### config.mk
export PLATFORM = sky130hd
export DESIGN_NAME = wdt_dual_timer
export DESIGN_NICKNAME = d
export VERILOG_FILES = /design/src/rtl/wdt_pkg.sv /design/src/rtl/wdt_prescaler.sv /design/src/rtl/wdt_core.sv /design/src/rtl/wdt_dual_timer.sv
export SDC_FILE = /design/constraint.sdc
export NUM_CORES = 1
export LEC_CHECK = 0
export ABC_CLOCK_PERIOD_IN_PS = 2300
export CORE_MARGIN = 2
export CORE_UTILIZATION = 51
export DETAILED_ROUTE_END_ITERATION = 12
export PLACE_DENSITY = 0.79
export SKIP_CTS_REPAIR_TIMING = 1
export SLEW_MARGIN = 30
export SYNTH_ARGS = -nofsm -noshare
export SYNTH_HDL_FRONTEND = slang
export SYNTH_SLANG_ARGS = --single-unit
export TNS_END_PERCENT = 50
### constraint.sdc
create_clock -name clk -period 2.3 [get_ports clk]
set_clock_uncertainty 0.15 [all_clocks]
set_input_delay 0.46 -clock clk [delete_from_list [all_inputs] [get_ports clk]]
set_output_delay 0.46 -clock clk [all_outputs]
set_load 0.05 [all_outputs]
### src/rtl/wdt_pkg.sv
`timescale 1ns/1ps
// wdt_pkg: shared control-word layout for the dual-mode watchdog timer.
// Assumes the control register is 8 bits with the field order below.
package wdt_pkg;
    typedef enum logic [1:0] {
        PS_DIV1   = 2'b00,
        PS_DIV16  = 2'b01,
        PS_DIV256 = 2'b10,
        PS_DIV256B = 2'b11
    } ps_sel_e;

    typedef struct packed {
        logic    en;        // bit 7: timer-mode enable
        logic    periodic;  // bit 6: reload instead of wrap
        logic    wd;        // bit 5: enter watchdog mode
        logic    up;        // bit 4: count up in timer mode
        ps_sel_e ps;        // bits 3:2: prescale select
        logic    irq_act;   // bit 1: expiry raises irq instead of reset
        logic    spare;     // bit 0: unused
    } ctl_t;
endpackage

### src/rtl/wdt_prescaler.sv
`timescale 1ns/1ps
// wdt_prescaler: passes every 1st, 2**SHIFT_MID-th or 2**SHIFT_MAX-th
// source tick on as a counter step. Assumes src_tick is a one-cycle
// synchronous pulse; clr restarts the division.
module wdt_prescaler
    import wdt_pkg::*;
#(
    parameter int SHIFT_MID = 4,
    parameter int SHIFT_MAX = 8
) (
    input  logic    clk,
    input  logic    rst_n,
    input  logic    src_tick,
    input  logic    clr,
    input  ps_sel_e sel,
    output logic    step
);
    localparam int PCW = SHIFT_MAX;
    localparam logic [PCW-1:0] MID_LAST = PCW'((1 << SHIFT_MID) - 1);
    localparam logic [PCW-1:0] MAX_LAST = PCW'((1 << SHIFT_MAX) - 1);

    logic [PCW-1:0] pcnt;
    logic [PCW-1:0] last;

    // Terminal value of the division count for the selected ratio.
    always_comb begin
        unique case (sel)
            PS_DIV1:  last = '0;
            PS_DIV16: last = MID_LAST;
            default:  last = MAX_LAST;
        endcase
    end

    assign step = src_tick && (pcnt == last);

    // Division counter advanced by source ticks.
    always_ff @(posedge clk) begin
        if (!rst_n)
            pcnt <= '0;
        else if (clr)
            pcnt <= '0;
        else if (src_tick)
            pcnt <= (pcnt == last) ? '0 : pcnt + 1'b1;
    end
endmodule

### src/rtl/wdt_core.sv
`timescale 1ns/1ps
// wdt_core: load/control registers, the counter and the outputs.
// Assumes step is already divided and kick_hit is a qualified refresh.
module wdt_core
    import wdt_pkg::*;
#(
    parameter int W = 16
) (
    input  logic         clk,
    input  logic         rst_n,
    input  logic         step,
    input  logic         ld_we,
    input  logic [W-1:0] ld_data,
    input  logic         ctl_we,
    input  ctl_t         ctl_in,
    input  logic         kick_hit,
    output logic [W-1:0] cnt_o,
    output logic         irq_o,
    output logic         rreq_o,
    output logic         locked_o,
    output logic         fired_o,
    output ctl_t         ctl_o
);
    localparam logic [W-1:0] ALL_ONES = '1;
    localparam logic [W-1:0] ONE      = W'(1);

    logic [W-1:0] load_q;
    logic [W-1:0] load_n;
    logic         ctl_ok;

    assign load_n = ld_we ? ld_data : load_q;
    assign ctl_ok = ctl_we && !locked_o;

    // Register updates: writes, refresh, counting and expiry.
    always_ff @(posedge clk) begin
        if (!rst_n) begin
            load_q   <= '0;
            cnt_o    <= '0;
            ctl_o    <= '0;
            locked_o <= 1'b0;
            fired_o  <= 1'b0;
            irq_o    <= 1'b0;
            rreq_o   <= 1'b0;
        end else begin
            rreq_o <= 1'b0;
            if (ld_we)
                load_q <= ld_data;
            if (ctl_ok) begin
                ctl_o <= ctl_in;
                if (ctl_in.wd)
                    locked_o <= 1'b1;
            end
            if (kick_hit) begin
                irq_o <= 1'b0;
                if (locked_o) begin
                    cnt_o   <= load_n;
                    fired_o <= 1'b0;
                end
            end else if (ld_we && !locked_o) begin
                cnt_o <= ld_data;
            end else if (ctl_ok && ctl_in.wd) begin
                cnt_o <= load_n;
            end else if (step && locked_o) begin
                if (!fired_o) begin
                    if (cnt_o <= ONE) begin
                        cnt_o   <= '0;
                        fired_o <= 1'b1;
                        if (ctl_o.irq_act)
                            irq_o  <= 1'b1;
                        else
                            rreq_o <= 1'b1;
                    end else begin
                        cnt_o <= cnt_o - 1'b1;
                    end
                end
            end else if (step && ctl_o.en) begin
                if (ctl_o.up) begin
                    if (cnt_o == ALL_ONES) begin
                        irq_o <= 1'b1;
                        cnt_o <= ctl_o.periodic ? load_q : '0;
                    end else begin
                        cnt_o <= cnt_o + 1'b1;
                    end
                end else begin
                    if (cnt_o == '0) begin
                        irq_o <= 1'b1;
                        cnt_o <= ctl_o.periodic ? load_q : ALL_ONES;
                    end else begin
                        cnt_o <= cnt_o - 1'b1;
                    end
                end
            end
        end
    end
endmodule

### src/rtl/wdt_dual_timer.sv
`timescale 1ns/1ps
// wdt_dual_timer: top level. Qualifies refresh writes against the key,
// restarts the prescaler on control writes and refreshes, and joins the
// prescaler to the counter core. Assumes src_tick is synchronous.
module wdt_dual_timer
    import wdt_pkg::*;
#(
    parameter int          W         = 16,
    parameter int          SHIFT_MID = 4,
    parameter int          SHIFT_MAX = 8,
    parameter logic [7:0]  KICK_KEY  = 8'hA5
) (
    input  logic         clk,
    input  logic         rst_n,
    input  logic         src_tick,
    input  logic         ld_we,
    input  logic [W-1:0] ld_data,
    input  logic         ctl_we,
    input  logic [7:0]   ctl_data,
    input  logic         kick_we,
    input  logic [7:0]   kick_data,
    output logic [W-1:0] cnt_val,
    output logic         irq,
    output logic         rst_req
);
    logic kick_hit;
    logic wd_locked;
    logic wd_fired;
    logic pre_clr;
    logic step;
    ctl_t ctl_q;

    assign kick_hit = kick_we && (kick_data == KICK_KEY);
    assign pre_clr  = kick_hit || (ctl_we && !wd_locked);

    wdt_prescaler #(
        .SHIFT_MID (SHIFT_MID),
        .SHIFT_MAX (SHIFT_MAX)
    ) u_pre (
        .clk      (clk),
        .rst_n    (rst_n),
        .src_tick (src_tick),
        .clr      (pre_clr),
        .sel      (ctl_q.ps),
        .step     (step)
    );

    wdt_core #(
        .W (W)
    ) u_core (
        .clk      (clk),
        .rst_n    (rst_n),
        .step     (step),
        .ld_we    (ld_we),
        .ld_data  (ld_data),
        .ctl_we   (ctl_we),
        .ctl_in   (ctl_t'(ctl_data)),
        .kick_hit (kick_hit),
        .cnt_o    (cnt_val),
        .irq_o    (irq),
        .rreq_o   (rst_req),
        .locked_o (wd_locked),
        .fired_o  (wd_fired),
        .ctl_o    (ctl_q)
    );
endmodule

# Word level (Yosys, flattened, before mapping)
# Index checks and enable logic that the tools add are counted.
[word_totals]
reg_bits = 50
latchBits = 0
ram_bits = 0
romBits = 0
in_bits = 38
output_inout_bits = 18
wordCells = 87
n_memories = 0
[classes]
n_addsub = 3
n_mul = 0
div = 0
magnitude_cmp = 1
eq_ne = 12
shifts = 0
n_mux = 32
bitwise = 5
n_reduce_logical = 22
[op_table]
columns = ["operator", "n"]
rows = [
  ["16-bit 2-to-1 mux", 14],
  ["16-bit by 1-bit adder with 16-bit output (second input constant)", 1],
  ["16-bit == test (second input constant)", 1],
  ["16-bit by 1-bit less-or-equal comparator with 1-bit output (second input constant)", 1],
  ["16-bit zero test", 1],
  ["1-bit 2-to-1 mux", 16],
  ["8-bit case mux with 2 select lines", 1],
  ["16-bit by 1-bit subtractor with 16-bit output (second input constant)", 1],
  ["8-bit by 1-bit adder with 8-bit output (second input constant)", 1],
  ["8-bit == test", 1],
  ["8-bit == test (second input constant)", 1],
  ["8-bit 2-to-1 mux", 1],
  ["2-bit inequality test (second input constant)", 4],
  ["8-bit AND reduction", 1],
  ["1-bit logical AND", 7],
  ["7-bit OR reduction", 1],
  ["5-bit inequality test (second input constant)", 1],
  ["1-bit inverter", 5],
  ["5-bit nonzero test", 1],
  ["2-bit by 1-bit inequality test with 1-bit output (second input constant)", 2],
  ["4-bit AND reduction", 1],
  ["2-bit nonzero test", 2],
  ["2-bit OR reduction", 2],
  ["3-bit inequality test (second input constant)", 1],
  ["7 further kinds", 7],
]

# Longest topological paths before layout
# Gate-level depths: netlist of run 1.
[depth]
depth_word = 10
mapped_depth = 10
mapped_depth_nobuf = 8

# Modules after synthesis
# Synthesis of run 1 repeated with hierarchy kept, for this count alone.
[hier_totals]
hier_cells = 472
area_unflattened_um2 = 3809.9
[by_module_without_submodules]
columns = ["mod", "instances", "cells_per_inst", "area_per_inst_um2", "seq_area_each_um2"]
rows = [
  ["wdt_core", 1, 415, 3326.9, 880.8],
  ["wdt_prescaler", 1, 51, 434.2, 160.2],
  ["wdt_dual_timer", 1, 6, 48.8, 0.0],
]

# Worst setup path after synthesis of run 1
# No wires, ideal clock.
[synth_path]
path_type = "flip-flop to flip-flop"
startpoint = "register u_core.cnt_o[0]"
endpoint = "register u_core.cnt_o[3]"
arrival_time_ns = 2.489
required_ns = 2.019
path_slack_ns = -0.470
stages_incl_launch_ff = 11
path_buffers = 2
path_cell_list = "dfxtp_1 buf_2 inv_1 ha_1 or3b_2 nor4_4 buf_6 mux2i_1 mux2i_1 a221oi_1 o22ai_1"
[synth_between]
elab_chain_cells = 8
word_cells_on_any_way = 15
classes_between = "2 x add/sub; 1 x order compare; 1 x eq/ne; 10 x mux; 1 x reduce/logical"
[synth_lines]
columns = ["element", "line", "source"]
rows = [
  ["start: declaration", "wdt_core.sv:17", "output logic [W-1:0] cnt_o,"],
  ["start signal: assignment", "wdt_core.sv:56", "cnt_o <= load_n;"],
  ["start signal: assignment", "wdt_core.sv:60", "cnt_o <= ld_data;"],
  ["start signal: assignment", "wdt_core.sv:62", "cnt_o <= load_n;"],
  ["16-bit by 1-bit subtractor with 16-bit output, or another cell as far along", "wdt_core.sv:73, wdt_core.sv:89", ""],
  ["16-bit 2-to-1 mux (on tied branches)", "wdt_core.sv:85, wdt_core.sv:78", ""],
  ["16-bit 2-to-1 mux", "wdt_core.sv:77", "if (ctl_o.up) begin"],
  ["16-bit 2-to-1 mux", "wdt_core.sv:76", "end else if (step && ctl_o.en) begin"],
  ["16-bit 2-to-1 mux *", "wdt_core.sv:63", "end else if (step && locked_o) begin"],
  ["16-bit 2-to-1 mux *", "wdt_core.sv:61", "end else if (ctl_ok && ctl_in.wd) begin"],
  ["16-bit 2-to-1 mux *", "wdt_core.sv:59", "end else if (ld_we && !locked_o) begin"],
  ["16-bit 2-to-1 mux *", "wdt_core.sv:53", "if (kick_hit) begin"],
]
# Every way passes the cells marked *; elsewhere a longest branch is shown, timed or not. The select of a mux whose other input is x is not followed.
# A chain may end at the register's enable or synchronous reset.

# Worst setup path in the final report of run 1
[layout_path]
startpoint = "register u_pre.pcnt[3]"
endpoint = "register u_core.cnt_o[1]"
[layout_between]
elab_chain_cells = 7
word_cells_on_any_way = 11
classes_between = "2 x eq/ne; 4 x mux; 5 x reduce/logical"
[layout_lines]
columns = ["element", "line", "source"]
rows = [
  ["start: declaration", "wdt_prescaler.sv:22", "logic [PCW-1:0] pcnt;"],
  ["start signal: assignment", "wdt_prescaler.sv:43", "pcnt <= (pcnt == last) ? '0 : pcnt + 1'b1;"],
  ["8-bit == test *", "wdt_prescaler.sv:34", "assign step = src_tick && (pcnt == last);"],
  ["1-bit logical AND *", "wdt_prescaler.sv:34", ""],
  ["1-bit logical AND", "wdt_core.sv:63", ""],
  ["16-bit 2-to-1 mux", "wdt_core.sv:63", ""],
  ["16-bit 2-to-1 mux", "wdt_core.sv:61", ""],
  ["16-bit 2-to-1 mux", "wdt_core.sv:59", ""],
  ["16-bit 2-to-1 mux", "wdt_core.sv:53", ""],
]
# Every way passes the cells marked *; elsewhere a longest branch is shown, timed or not.

==> impl_metrics.tcl, run 1 <==
set metrics [dict create \
    synth_sequential_area_ratio_pct 24.4 \
    grt_util_all_layers_pct 38.3 \
    dr_total_vias 5453 \
    die_y_microns 93.8 \
    drt_pass1_iterations 6 \
    cp_data_arrival_time_ns 2.60 \
    cts_root_buffer "clkbuf_8" \
    clk_pin_slew_worst_paths_ns 0.12 \
    core_area_sq_um 7770 \
    hold_violations 0 \
    num_io_pins 56 \
    post_route_cells_drive_above_1_share_pct 34.3 \
    numPortBuffers 54 \
    p_int_mw 2.03 \
    period_utilization_pct 110 \
    initialDrtViolationCount 624 \
    synth.ff_latch_count 50 \
    pwr-share-comb_pct 54.3 \
    grt_start_max_net_pins 30 \
    max_clock_freq_mhz 394 \
    path_max_fanout 5 \
    critical_path_required_ns 2.36 \
    finalSetupViolCount 18 \
    worst_hold_path_type "flop to flop" \
    grt_use_met1_pct 49.0 \
    global_route.usage.met3_pct 8.11 \
    final_common_cell "buf_4" \
    netlist-cell-type-count 70 \
    effective_utilization_at_floorplan_pct 52.9 \
    syn-instance-count 553 \
    grt_antenna_before_repair 0 \
    instances_no_fill 826 \
    tritoncts "built" \
    netlist_area_before_placement_sq_um 4110 \
    num_antenna_cells 0 \
    status "finished with violations" \
    placedCellCount 806 \
    final-max-slew-violation-count 0 \
    place_ws_ns -0.511 \
    timing_worst_setup_path_type "flop to flop" \
    post_drt_wl_per_cell_microns 21.6 \
    dp_hpwl_microns 13000 \
    numClockSinks 50 \
    grt_overflow_total 0 \
    worst_setup_path_end_kind "flop" \
    start_kind "flop" \
    netSwitchingPower_mw 1.52 \
    first_pass_grt_wire_length_microns 26000 \
    cts_buffers 5 \
    static-leakage-power_nw 2.66 \
    insertion_delay_ns 0.32 \
    p_clk_share_pct 16.8 \
    die_w_microns 93.8 \
    post-route-drc-count 0 \
    die_area_sq_um 8790 \
    maxCapViolations 0 \
    period_needed_ns 2.54 \
    routing_usage_on_met2_pct 62.2 \
    syn_nets 596 \
    placement_rows 32 \
    grt_pass1_vias 5058 \
    cellPowerDensity_nw_per_um2 568 \
    leading_cell_types_in_the_layout_fill_and_taps_excluded "146 x buf_4, 62 x nor2_1, 51 x nand2_1, 38 x clkdlybuf4s50_1, 35 x dfxtp_1" \
    power_mw 3.54 \
    synth-warning-count 0 \
    number_of_buffers_on_the_longest_clock_path 2 \
    synth-edff-count 0 \
    most_crowded_layer_gr "met2" \
    drt_via_density 6.60 \
    setup_ws_ns -0.237 \
    p_sw_share_pct 42.8 \
    worst_tran_pin_value_ns 0.503 \
    rsz0062_at_grt "true" \
    maxSlewHeadroom_pct 66.4 \
    synth_async_reset_ratio_pct 0 \
    power.ir.vdd_worst_mv 0.337 \
    areaGrowthSynthToFinish_pct 51.6 \
    number_of_h_tree_branching_levels 2 \
    failing_checks "negative setup slack" \
    antenna_violating_nets_post_route 0 \
    postSynthAreaPerCell_sq_um 7.43 \
    yosys_most_used_dff "dfxtp_1" \
    route.final.wire_length_microns 17800 \
    final_net_count 766 \
    gp_congestion 1.00 \
    power.share.sequential_pct 28.9 \
    nFillCells 525 \
]
-- routing by layer --
layer | vias up | wire [microns]
li1 | 2418 | -
met1 | 2508 | 6630
met2 | 430 | 8020
met5 | - | 0
met3 | 97 | 2150
met4 | 0 | 995
-- cells in the mapped netlist (all sizes together), types with 3 or more instances --
library cell / instances / area [sq um]
a21oi: 35 / 175
and3: 8 / 50.1
ha: 5 / 62.6
nor2b: 5 / 31.3
nand3: 16 / 80.1
xor2: 13 / 114
a211oi: 4 / 30.0
o31a: 3 / 26.3
or4: 9 / 71.3
a221oi: 9 / 97.6
mux2: 5 / 60.1
and4: 5 / 43.8
clkbuf: 24 / 90.1
nor3: 13 / 70.1
o211ai: 5 / 37.5
nand4: 17 / 106
o21a: 4 / 30.0
nand2: 51 / 191
o211a: 3 / 30.0
inv: 14 / 52.6
o31ai: 3 / 22.5
a31oi: 15 / 93.8
and2: 6 / 37.5
xnor2: 11 / 96.3
or3: 6 / 37.5
a211o: 3 / 26.3
nor4: 13 / 118
buf: 20 / 129
o22ai: 9 / 56.3
nor2: 65 / 244
mux2i: 22 / 220
a21o: 5 / 37.5
or2: 5 / 31.3
o21ai: 31 / 155
dfxtp: 50 / 1000
o221ai: 8 / 70.1
-- cell type report --
class,count,area (sq um),area share (%)
clock buffers,5,68.8,1.10
clock inverters,3,28.8,0.462
multi-input cells,444,3140,50.3
well taps,102,128,2.05
flip-flops and latches,50,1030,16.6
inverters,15,61.3,0.984
repair buffers,207,1770,28.5
-- through the flow --
step / util, % / area [sq um] / hold WS [ns] / setup TNS (ns)
2_1_floorplan: - / 4170 / 0.282 / -1.07
3_3_place_gp: 73.3 / 5690 / 0.295 / -6.36
3_5_place_dp: 73.3 / 5690 / 0.311 / -8.20
4_1_cts: 74.5 / 5790 / 0.328 / -2.46
5_1_grt: 80.2 / 6230 / 0.352 / -3.21
6_report: 80.2 / 6230 / 0.337 / -2.07
-- worst max-delay path: stages, from the launching register on --
cell	delay, ns
dfxtp_2	0.34
or4_4	0.53
mux2_4	0.31
o31a_1	0.39
or2_4	0.32
a31oi_1	0.25
o2bb2ai_1	0.12
-- registers in the layout (all words and copies together) (netlist names) --
| signal | count |
|---|---|
| u_core.load_q | 16 |
| u_core.rreq_o | 1 |
| u_core.irq_o | 1 |
| u_pre.pcnt | 8 |
| u_core.cnt_o | 16 |
| u_core.locked_o | 1 |
| u_core.fired_o | 1 |
| u_core.ctl_o | 6 |
-- path summary, 6_finish.rpt --
kind,endpoint,cells after the start,startpoint,slack [ns]
min reg2reg,u_core.ctl_o[7]$_SDFFE_PN0P_,2,u_core.ctl_o[7]$_SDFFE_PN0P_,0.34
min,u_core.ctl_o[7]$_SDFFE_PN0P_,2,u_core.ctl_o[7]$_SDFFE_PN0P_,0.34
max,u_core.cnt_o[1]$_SDFFE_PN0P_,6,u_pre.pcnt[3]$_SDFFE_PP0P_,-0.24
max reg2reg,u_core.cnt_o[1]$_SDFFE_PN0P_,6,u_pre.pcnt[3]$_SDFFE_PP0P_,-0.24
-- logic make-up after synthesis --
logic type | Yosys count | synth area share (%)
buffers and inverters | 59 | 6.70
flip-flops | 50 | 24.4
adder cells (fa/ha/maj) | 5 | 1.52
AO/OA/AOI/OAI | 160 | 26.6
XOR/XNOR | 24 | 5.12
AND/OR/NAND/NOR | 228 | 28.9
multiplexers | 27 | 6.82
-- power groups by stage --
stage / Combinational (mW) / Sequential [mW] / Clock [mW]
after CTS: 1.67 / 1.01 / 0.598
final: 1.92 / 1.02 / 0.596
after floorplan: 0.832 / 1.16 / 0
after global routing: 2.03 / 1.03 / 0.616
after global placement: 1.64 / 1.03 / 0
after detailed placement: 1.67 / 1.03 / 0
(Power assumes the default switching activity.)
==> run 2: changes to the inputs <==
Settings changed: CTS_BUF_LIST set to sky130_fd_sc_hd__clkbuf_16, GPL_ROUTABILITY_DRIVEN set to 0.
==> run 2 against run 1 <==
  * The flow still finishes with violations (negative setup slack)
  * Total power rose by 12%
  * Combinational power up 7%
  * Global-route usage up 0.45 points
  * Critical path depth grew 5
  * Cell area is 1.5% higher
  * Utilization up 1.2 points
  * Critical path type unchanged
  * Critical endpoint is now u_core.cnt_o[4]$_SDFFE_PN0P_
==> impl_metrics.tcl, run 2 (synthesis gave the netlist of run 1 again) <==
set metrics [dict create \
    post_route_cells_drive_above_1_share_pct 35.4 \
    p_int_mw 2.33 \
    utilization_pct 81.5 \
    most_crowded_layer_gr "met2" \
    fin_setup_tns_ns -3.74 \
    place_ws_ns -0.539 \
    period_utilization_pct 117 \
    placedInstanceArea_sq_um 5600 \
    status "finished with violations" \
    effective_utilization_at_floorplan_pct 52.9 \
    grt_pass1_vias 5328 \
    cp_data_arrival_time_ns 2.74 \
    timing_worst_setup_path_type "flop to flop" \
    core_area_sq_um 7770 \
    power.ir.vdd_worst_mv 0.328 \
    setup_ws_ns -0.381 \
    route.final.wire_length_microns 20300 \
    maxCapViolations 0 \
    final_design_area_no_fill_sq_um 6330 \
    number_of_h_tree_branching_levels 2 \
    destination_of_the_critical_timing_path "u_core.cnt_o[4]$_SDFFE_PN0P_" \
    global_route.usage.met3_pct 7.70 \
    grt_overflow_total 0 \
    post_drt_wl_per_cell_microns 24.7 \
    path_max_fanout 6 \
    netSwitchingPower_mw 1.63 \
    dp_hpwl_microns 12700 \
    die_w_microns 93.8 \
    static-leakage-power_nw 2.66 \
    hold_violations 0 \
    maxSlewHeadroom_pct 62.1 \
    grt_antenna_before_repair 0 \
    rsz0062_at_grt "true" \
    critical_path.reg2reg.startpoint "u_core.cnt_o[1]$_SDFFE_PN0P_" \
    leading_cell_types_in_the_layout_fill_and_taps_excluded "145 x buf_4, 61 x nor2_1, 51 x nand2_1, 42 x clkdlybuf4s50_1, 35 x dfxtp_1" \
    grt_util_all_layers_pct 38.8 \
    reg_top3 "u_core.cnt_o: 16 flops, u_core.load_q: 16 flops, u_pre.pcnt: 8 flops" \
    critical_path.reg2reg.endpoint "u_core.cnt_o[4]$_SDFFE_PN0P_" \
    placement_rows 32 \
    p_sw_share_pct 41.1 \
    cellPowerDensity_nw_per_um2 624 \
    finalSetupViolCount 18 \
    die_area_sq_um 8790 \
    areaGrowthSynthToFinish_pct 54.0 \
    critical_path_required_ns 2.36 \
    drt_via_density 7.25 \
    nFillCells 442 \
    setup.reg_to_reg.worst_slack_ns -0.38 \
    grt_use_met1_pct 47.8 \
    num_antenna_cells 0 \
    worstSetupStartpoint "u_core.cnt_o[1]$_SDFFE_PN0P_" \
    reg2regPathDepth 11 \
    pwr-share-comb_pct 52.0 \
    tritoncts "built" \
    post-route-drc-count 0 \
    number_of_buffers_on_the_longest_clock_path 2 \
    insertion_delay_ns 0.29 \
    numClockSinks 50 \
    power.share.sequential_pct 26.0 \
    period_needed_ns 2.68 \
    cts_buffers 5 \
    final-max-slew-violation-count 0 \
    numPortBuffers 54 \
    worst_setup_path_end_kind "flop" \
    max_clock_freq_mhz 373 \
    first_pass_grt_wire_length_microns 26800 \
    final_common_cell "buf_4" \
    dr_total_vias 5970 \
    routing_usage_on_met2_pct 62.9 \
    worst_tran_pin_value_ns 0.566 \
    initialDrtViolationCount 1148 \
    start_kind "flop" \
    die_y_microns 93.8 \
    cts_root_buffer "clkbuf_16" \
    p_clk_share_pct 22.0 \
    hold_slack_ns 0.316 \
    failing_checks "negative setup slack" \
    clk_pin_slew_worst_paths_ns 0.07 \
    antenna_violating_nets_post_route 0 \
    drt_pass1_iterations 9 \
    worst_hold_path_type "flop to flop" \
    final_net_count 763 \
    grt_start_max_net_pins 20 \
    seqCellArea_sq_um 1030 \
    num_io_pins 56 \
    multi_input_comb_area_sq_um 3220 \
]
run 2: layout make-up:
| type | instances | share of cell area (%) |
|---|---|---|
| multi-input combinational | 444 | 50.8 |
| timing repair buffer | 204 | 27.2 |
| sequential | 50 | 16.4 |
| tap | 102 | 2.02 |
| clock buffer | 5 | 1.98 |
| inverter | 15 | 0.969 |
| clock inverter | 3 | 0.672 |
run 2: power by group through the flow:
| stage | Combinational (mW) | Sequential (mW) | Clock (mW) |
|---|---|---|---|
| 6_report | 2.05 | 1.03 | 0.869 |
| 5_1_grt | 2.12 | 1.03 | 0.892 |
| 4_1_cts | 1.64 | 1.01 | 0.860 |
| 3_5_place_dp | 1.62 | 1.03 | 0 |
| 3_3_place_gp | 1.58 | 1.03 | 0 |
| 2_1_floorplan | 0.832 | 1.16 | 0 |
run 2: worst min path at each step:
stage                                         endpoint                         start  depth (start not counted)  slack, ns
after global placement    u_core.ctl_o[7]$_SDFFE_PN0P_  u_core.ctl_o[7]$_SDFFE_PN0P_                          2       0.29
final                     u_core.ctl_o[2]$_SDFFE_PN0P_  u_core.ctl_o[2]$_SDFFE_PN0P_                          2       0.32
after floorplan           u_core.ctl_o[7]$_SDFFE_PN0P_  u_core.ctl_o[7]$_SDFFE_PN0P_                          2       0.28
after CTS                 u_core.ctl_o[2]$_SDFFE_PN0P_  u_core.ctl_o[2]$_SDFFE_PN0P_                          2       0.32
after global routing      u_core.ctl_o[2]$_SDFFE_PN0P_  u_core.ctl_o[2]$_SDFFE_PN0P_                          2       0.34
after detailed placement  u_core.ctl_o[2]$_SDFFE_PN0P_  u_core.ctl_o[2]$_SDFFE_PN0P_                          2       0.31
run 2: critical path, stage by stage, from the launching register on:
cell	delay, ns
dfxtp_4	0.37
inv_4	0.08
buf_4	0.11
ha_1	0.18
buf_4	0.14
nor3b_2	0.48
buf_4	0.26
xor2_1	0.24
nor2_1	0.07
a311oi_1	0.26
o211ai_1	0.12
a31oi_1	0.15
run 2: layer usage:
layer  up-vias  routed length [microns]
met5         -                        0
met4         0                     1800
met3       233                     3090
met2       669                     8700
met1      2654                     6720
li1       2414                        -
run 2: per-stage QoR:
step | std cells | total power [mW]
4_1_cts | 805 | 3.51
3_5_place_dp | 797 | 2.65
5_1_grt | 823 | 4.04
6_report | 823 | 3.95
3_3_place_gp | 797 | 2.61
2_1_floorplan | 553 | 1.99
